===== config.mk =====
export PLATFORM = sky130hd
export DESIGN_NAME = fetch_target_buffer
export DESIGN_NICKNAME = d
export VERILOG_FILES = /design/src/rtl/ftb_pkg.sv /design/src/rtl/ftb_match.sv /design/src/rtl/ftb_store.sv /design/src/rtl/ftb_ring.sv /design/src/rtl/fetch_target_buffer.sv
export SDC_FILE = /design/constraint.sdc
export NUM_CORES = 1
export LEC_CHECK = 0
export ABC_CLOCK_PERIOD_IN_PS = 10100
export BUFFER_PORTS_ARGS = -buffer_cell sky130_fd_sc_hd__buf_2
export CORE_UTILIZATION = 30
export CTS_CLUSTER_DIAMETER = 100
export DETAILED_ROUTE_END_ITERATION = 8
export SLEW_MARGIN = 10
export SYNTH_ARGS = -nofsm -noshare
export SYNTH_HDL_FRONTEND = slang
export SYNTH_SLANG_ARGS = --single-unit

===== constraint.sdc =====
create_clock -name clk -period 10.1 [get_ports clk]
set_input_delay 0.505 -clock clk [delete_from_list [all_inputs] [get_ports clk]]
set_output_delay 0.505 -clock clk [all_outputs]
set_load 0.01 [all_outputs]

===== src/rtl/ftb_pkg.sv =====
package ftb_pkg;
  typedef enum logic [1:0] {ACT_IDLE, ACT_REFRESH, ACT_ALLOC} ftb_act_e;

  function automatic int unsigned ring_next(input int unsigned cur, input int unsigned depth);
    return (cur + 1 >= depth) ? 0 : cur + 1;
  endfunction
endpackage


===== src/rtl/ftb_match.sv =====
module ftb_match #(
  parameter int ADDR_W = 32,
  parameter int DEPTH  = 8,
  localparam int IDX_W = (DEPTH > 1) ? $clog2(DEPTH) : 1
) (
  input  logic [ADDR_W-1:0] key,
  input  logic [ADDR_W-1:0] tags [DEPTH],
  input  logic [DEPTH-1:0]  valid,
  output logic [DEPTH-1:0]  match_vec,
  output logic              any,
  output logic [IDX_W-1:0]  idx
);
  for (genvar g = 0; g < DEPTH; g++) begin : g_cmp
    assign match_vec[g] = valid[g] && (tags[g] == key);
  end

  assign any = |match_vec;

  always_comb begin
    idx = '0;
    for (int i = 0; i < DEPTH; i++) begin
      if (match_vec[i]) idx = IDX_W'(i);
    end
  end
endmodule


===== src/rtl/ftb_store.sv =====
module ftb_store #(
  parameter int ADDR_W = 32,
  parameter int DEPTH  = 8,
  localparam int IDX_W = (DEPTH > 1) ? $clog2(DEPTH) : 1
) (
  input  logic              clk,
  input  logic              rst_n,
  input  logic              wr_en,
  input  logic [IDX_W-1:0]  wr_idx,
  input  logic [ADDR_W-1:0] wr_tag,
  input  logic [ADDR_W-1:0] wr_tgt,
  output logic [ADDR_W-1:0] tags [DEPTH],
  output logic [ADDR_W-1:0] tgts [DEPTH],
  output logic [DEPTH-1:0]  valid
);
  for (genvar g = 0; g < DEPTH; g++) begin : g_ent
    logic sel;
    assign sel = wr_en && (wr_idx == IDX_W'(g));

    always_ff @(posedge clk or negedge rst_n) begin
      if (!rst_n) begin
        valid[g] <= 1'b0;
      end else if (sel) begin
        valid[g] <= 1'b1;
      end
    end

    always_ff @(posedge clk) begin
      if (sel) begin
        tags[g] <= wr_tag;
        tgts[g] <= wr_tgt;
      end
    end
  end
endmodule


===== src/rtl/ftb_ring.sv =====
module ftb_ring #(
  parameter int DEPTH  = 8,
  localparam int IDX_W = (DEPTH > 1) ? $clog2(DEPTH) : 1
) (
  input  logic             clk,
  input  logic             rst_n,
  input  logic             adv,
  output logic [IDX_W-1:0] ptr
);
  always_ff @(posedge clk or negedge rst_n) begin
    if (!rst_n) ptr <= '0;
    else if (adv) ptr <= IDX_W'(ftb_pkg::ring_next(int'(ptr), DEPTH));
  end
endmodule


===== src/rtl/fetch_target_buffer.sv =====
module fetch_target_buffer #(
  parameter int ADDR_W = 32,
  parameter int DEPTH  = 8,
  localparam int IDX_W = (DEPTH > 1) ? $clog2(DEPTH) : 1
) (
  input  logic              clk,
  input  logic              rst_n,
  input  logic [ADDR_W-1:0] fetch_pc,
  input  logic              pred_taken,
  output logic              hit,
  output logic [ADDR_W-1:0] hit_target,
  output logic [ADDR_W-1:0] next_pc,
  input  logic              upd_en,
  input  logic [ADDR_W-1:0] upd_pc,
  input  logic [ADDR_W-1:0] upd_target
);
  import ftb_pkg::*;

  function automatic logic [ADDR_W-1:0] seq_pc(input logic [ADDR_W-1:0] pc);
    return pc + ADDR_W'(4);
  endfunction

  logic [ADDR_W-1:0] tags [DEPTH];
  logic [ADDR_W-1:0] tgts [DEPTH];
  logic [DEPTH-1:0]  valid_vec;
  logic [DEPTH-1:0]  look_match_vec, upd_match_vec;
  logic              look_any, upd_any;
  logic [IDX_W-1:0]  look_idx, upd_idx, rr_ptr, wr_idx;
  logic              alloc_fire, refresh_fire, redirect;
  ftb_act_e          act;

  ftb_match #(.ADDR_W(ADDR_W), .DEPTH(DEPTH)) u_look (
    .key(fetch_pc), .tags(tags), .valid(valid_vec),
    .match_vec(look_match_vec), .any(look_any), .idx(look_idx));

  ftb_match #(.ADDR_W(ADDR_W), .DEPTH(DEPTH)) u_updm (
    .key(upd_pc), .tags(tags), .valid(valid_vec),
    .match_vec(upd_match_vec), .any(upd_any), .idx(upd_idx));

  always_comb begin
    if (!upd_en)     act = ACT_IDLE;
    else if (upd_any) act = ACT_REFRESH;
    else             act = ACT_ALLOC;
  end

  assign refresh_fire = (act == ACT_REFRESH);
  assign alloc_fire   = (act == ACT_ALLOC);
  assign wr_idx       = refresh_fire ? upd_idx : rr_ptr;

  ftb_ring #(.DEPTH(DEPTH)) u_ring (
    .clk(clk), .rst_n(rst_n), .adv(alloc_fire), .ptr(rr_ptr));

  ftb_store #(.ADDR_W(ADDR_W), .DEPTH(DEPTH)) u_store (
    .clk(clk), .rst_n(rst_n), .wr_en(upd_en), .wr_idx(wr_idx),
    .wr_tag(upd_pc), .wr_tgt(upd_target),
    .tags(tags), .tgts(tgts), .valid(valid_vec));

  assign hit        = look_any;
  assign hit_target = look_any ? tgts[look_idx] : '0;
  assign redirect   = look_any && pred_taken;
  assign next_pc    = redirect ? hit_target : seq_pc(fetch_pc);
endmodule


==> run_results.csv <==
group,metric,value,unit
critical_path,critPathMaxFanout,57,
logic_synthesis,synth_compound_area_share,4.895,%
critical_path,crit_type,"in2out",
route,drt_iter0_drc,1852,
sta,rsz0062_at_grt,"no",
grt,grt_pass1_vias,17040,
floorplanning,initial_core_util,30.33,%
sta,post-route-period-util,57.51,%
sta,worst-slew-pin-transition,1088,ps
grt,grt_max_degree,65,
route,drtPass1Iterations,5,
status,outcome,"finished, final reports clean",
placed_design,routabilityCongestion,0.9173,
final_layout,area_delta_synth_final,15.90,%
critical_path,path_cells,"buf_2 -> xor2_1 -> nor4_1 -> nand4_1 -> nor4_1 -> buf_4 -> o211ai_1 -> nand2_4 -> buf_4 -> mux2i_1 -> o22a_1 -> a31oi_1 -> buf_2",
logic_synthesis,synth_area_leaders,"edfxtp_1 61%, xor2_1 12%, xnor2_1 6.3%, nor4_1 2.6%, mux2i_1 2.6%",
logic_synthesis,synth_top_area_cell,"edfxtp_1",
critical_path,start_kind,"primary input",
sta,hold_violations,0,
sta,fmax,172.2,MHz
grt,track_usage,20.43,%
clocking,cts_root_buffer,"clkbuf_16",
clocking,cts-resized-gates,0,
sta,setup_viol,0,
logic_synthesis,synth_mux_area_share,2.652,%
final_layout,drive_gt1_share,14.69,%
clocking,htreeDepth,2,
route,wl_per_cell,27.34,um
logic_synthesis,synth_top_cell_area_share,60.58,%
final_layout,layout_common_cells,"512 x edfxtp_1, 354 x xor2_1, 183 x xnor2_1",
critical_path,end_kind,"output port",
clocking,clockBufferDepth,3,
logic_synthesis,synth-edff-count,512,
clocking,path_clk_slew,60,ps
power_and_ir_drop,irDropWorstVdd,138.6,uV
clocking,cts_made_buffers,57,
logic_synthesis,ys_seq_elements,523,
logic_synthesis,synth_xor_area_share,18.53,%
grt,grt_overflow,0,
logic_synthesis,synth_cell_types,51,
logic_synthesis,synth-simple-area-share,9.884,%
floorplanning,row_count,106,
critical_path,r2r_slack,4990,ps
logic_synthesis,synth-main-ff-cell,"edfxtp_1",
route,drtAntennaViolNets,0,
logic_synthesis,syn_inst,1912,
sta,tns,0,ps
floorplanning,core-area,0.08369,mm2
power_and_ir_drop,powerDensity,199.7,mW/mm2
sta,finClkSkew,27.86,ps
sta,timing.hold.ws,145.9,ps
critical_path,crit_arrival,5300,ps
grt,grt_antenna_before_repair,9,
clocking,cts_tree,"built",
critical_path,crit_start,"fetch_pc[19]",
floorplanning,die_area,0.08577,mm2
placed_design,dpl.cell_count,3142,
logic_synthesis,synth_nets,2014,
placed_design,port_buffers,164,
power_and_ir_drop,p_leak,0.009856,uW
logic_synthesis,syn_area,0.02538,mm2
floorplanning,fp.dieW,292.9,um
flow_run,maxCapViolCount,0,
grt,grt_pass1_wl,125400,um
logic_synthesis,synth_top_family_by_area,"XOR/XNOR gates",
critical_path,cp_data_required_time,9600,ps
logic_synthesis,synthAdderAreaFrac,0.09860,%
critical_path,crit_slowest_cell,"nand2_4",
hold_path,min-delay-start,"upd_target[23]",
floorplanning,pin_count,165,
final_layout,final_common_cell,"edfxtp_1",
floorplanning,die_height,292.9,um
critical_path,max_stage_delay,760,ps
logic_synthesis,yosysWarnings,0,
clocking,postCtsSetupBuffers,0,
route,drt-total-wl,88910,um
logic_synthesis,async_reset_ff_share,2.103,%
final_layout,finalNonFillerCells,3252,
logic_synthesis,syn_area_per_cell,13.27,um2
sta,relSlewSlack,27.28,%
clocking,insertion_delay,640,ps
sta,maxSlewViolCount,0,
clocking,clock_sinks,523,
hold_path,hp-class,"in2reg",
route,vias,16980,
placed_design,hpwl,56370,um
critical_path,r2r-start,"u_store.tags[69]",
logic_synthesis,ys_seq_area_share,61.66,%
final_layout,nets,2170,
route,drc,0,
route,viasPerCell,5.221,
sta,fin_crit,5808,ps
## state kept, by name (all words and copies together), names as in the netlist
signal,flops
u_store.valid,8
u_store.tgts,256
u_store.tags,256
u_ring.ptr,3
## path summary, 6_finish.rpt
path / endpoint / cells past startpoint
worst max register to register: u_store.tags[111] / 10
max in group asynchronous: u_store.valid[6] / 2
min in group asynchronous: u_store.valid[3] / 2
worst min-delay path: u_store.tgts[247] / 1
worst min register to register: u_store.valid[7] / 1
worst max-delay path: next_pc[20] / 13
## metal layers
metal  GRT usage [%]  up-vias  wire, um  share of wire, %
met2           32.29      770     40600                46
li1                -     7362         -                 -
met5               0        -       113              0.13
met3           3.589      139      7119               8.0
met4           5.568       16      2126               2.4
met1           28.68     8693     38950                44
## cell usage after synthesis, drive strengths merged (6+ instances only)
master / number
or2: 6
nand3: 44
mux2i: 65
edfxtp: 512
dfrtp: 11
or4: 9
inv: 7
xnor2: 183
o2bb2ai: 32
nor3: 28
a21oi: 34
nand2b: 8
buf: 77
o21ai: 37
o22a: 32
nand4: 58
xor2: 354
nor2: 47
nand2: 161
clkbuf: 28
nor4: 105
a31oi: 32
## stage by stage
stage	setup WS, ps	cell area [um2]	util [%]	total power, uW
floorplan	2768	25380	-	3375
global placement	4384	27420	32.77	3703
detailed placement	4379	27420	32.77	3716
CTS	4286	29410	35.15	5907
global route	4110	29410	35.15	6065
finish	4292	29420	35.15	5874
## cell families after synthesis
logic type,count (synthesis)
mux,67
buf+inv,112
simple gates,489
compound gates,182
flops,523
fa+ha+maj,2
xor+xnor,537
## cell type report
| cell class | instances | area, um2 |
|---|---|---|
| timing repair buffer | 202 | 1109 |
| fill | 8146 | 54270 |
| multi-input combinational | 1277 | 9229 |
| sequential | 523 | 15650 |
| clock inverter | 37 | 450.4 |
| inverter | 7 | 26.28 |
| clock buffer | 71 | 1530 |
| tap | 1134 | 1419 |
| antenna | 1 | 2.502 |
## power breakdown
group          total (uW)  switching, uW  internal (uW)
sequential           2850            139           2710
clock                2200            910           1290
combinational         825            580            245
total                5870           1630           4250
## worst max-delay path, delay by kind of cell
family / cells / cell delay (ps)
simple gates: 4 / 2180
buf+inv: 4 / 1630
compound gates: 3 / 600
xor+xnor: 1 / 160
mux: 1 / 150
## what timing repair did
action                                 CTS  global route
setup endpoints to repair                0             0
hold buffers                             1             0
endpoints found under the hold margin   11             0
No activity file was read; power rests on OpenSTA's default activity.
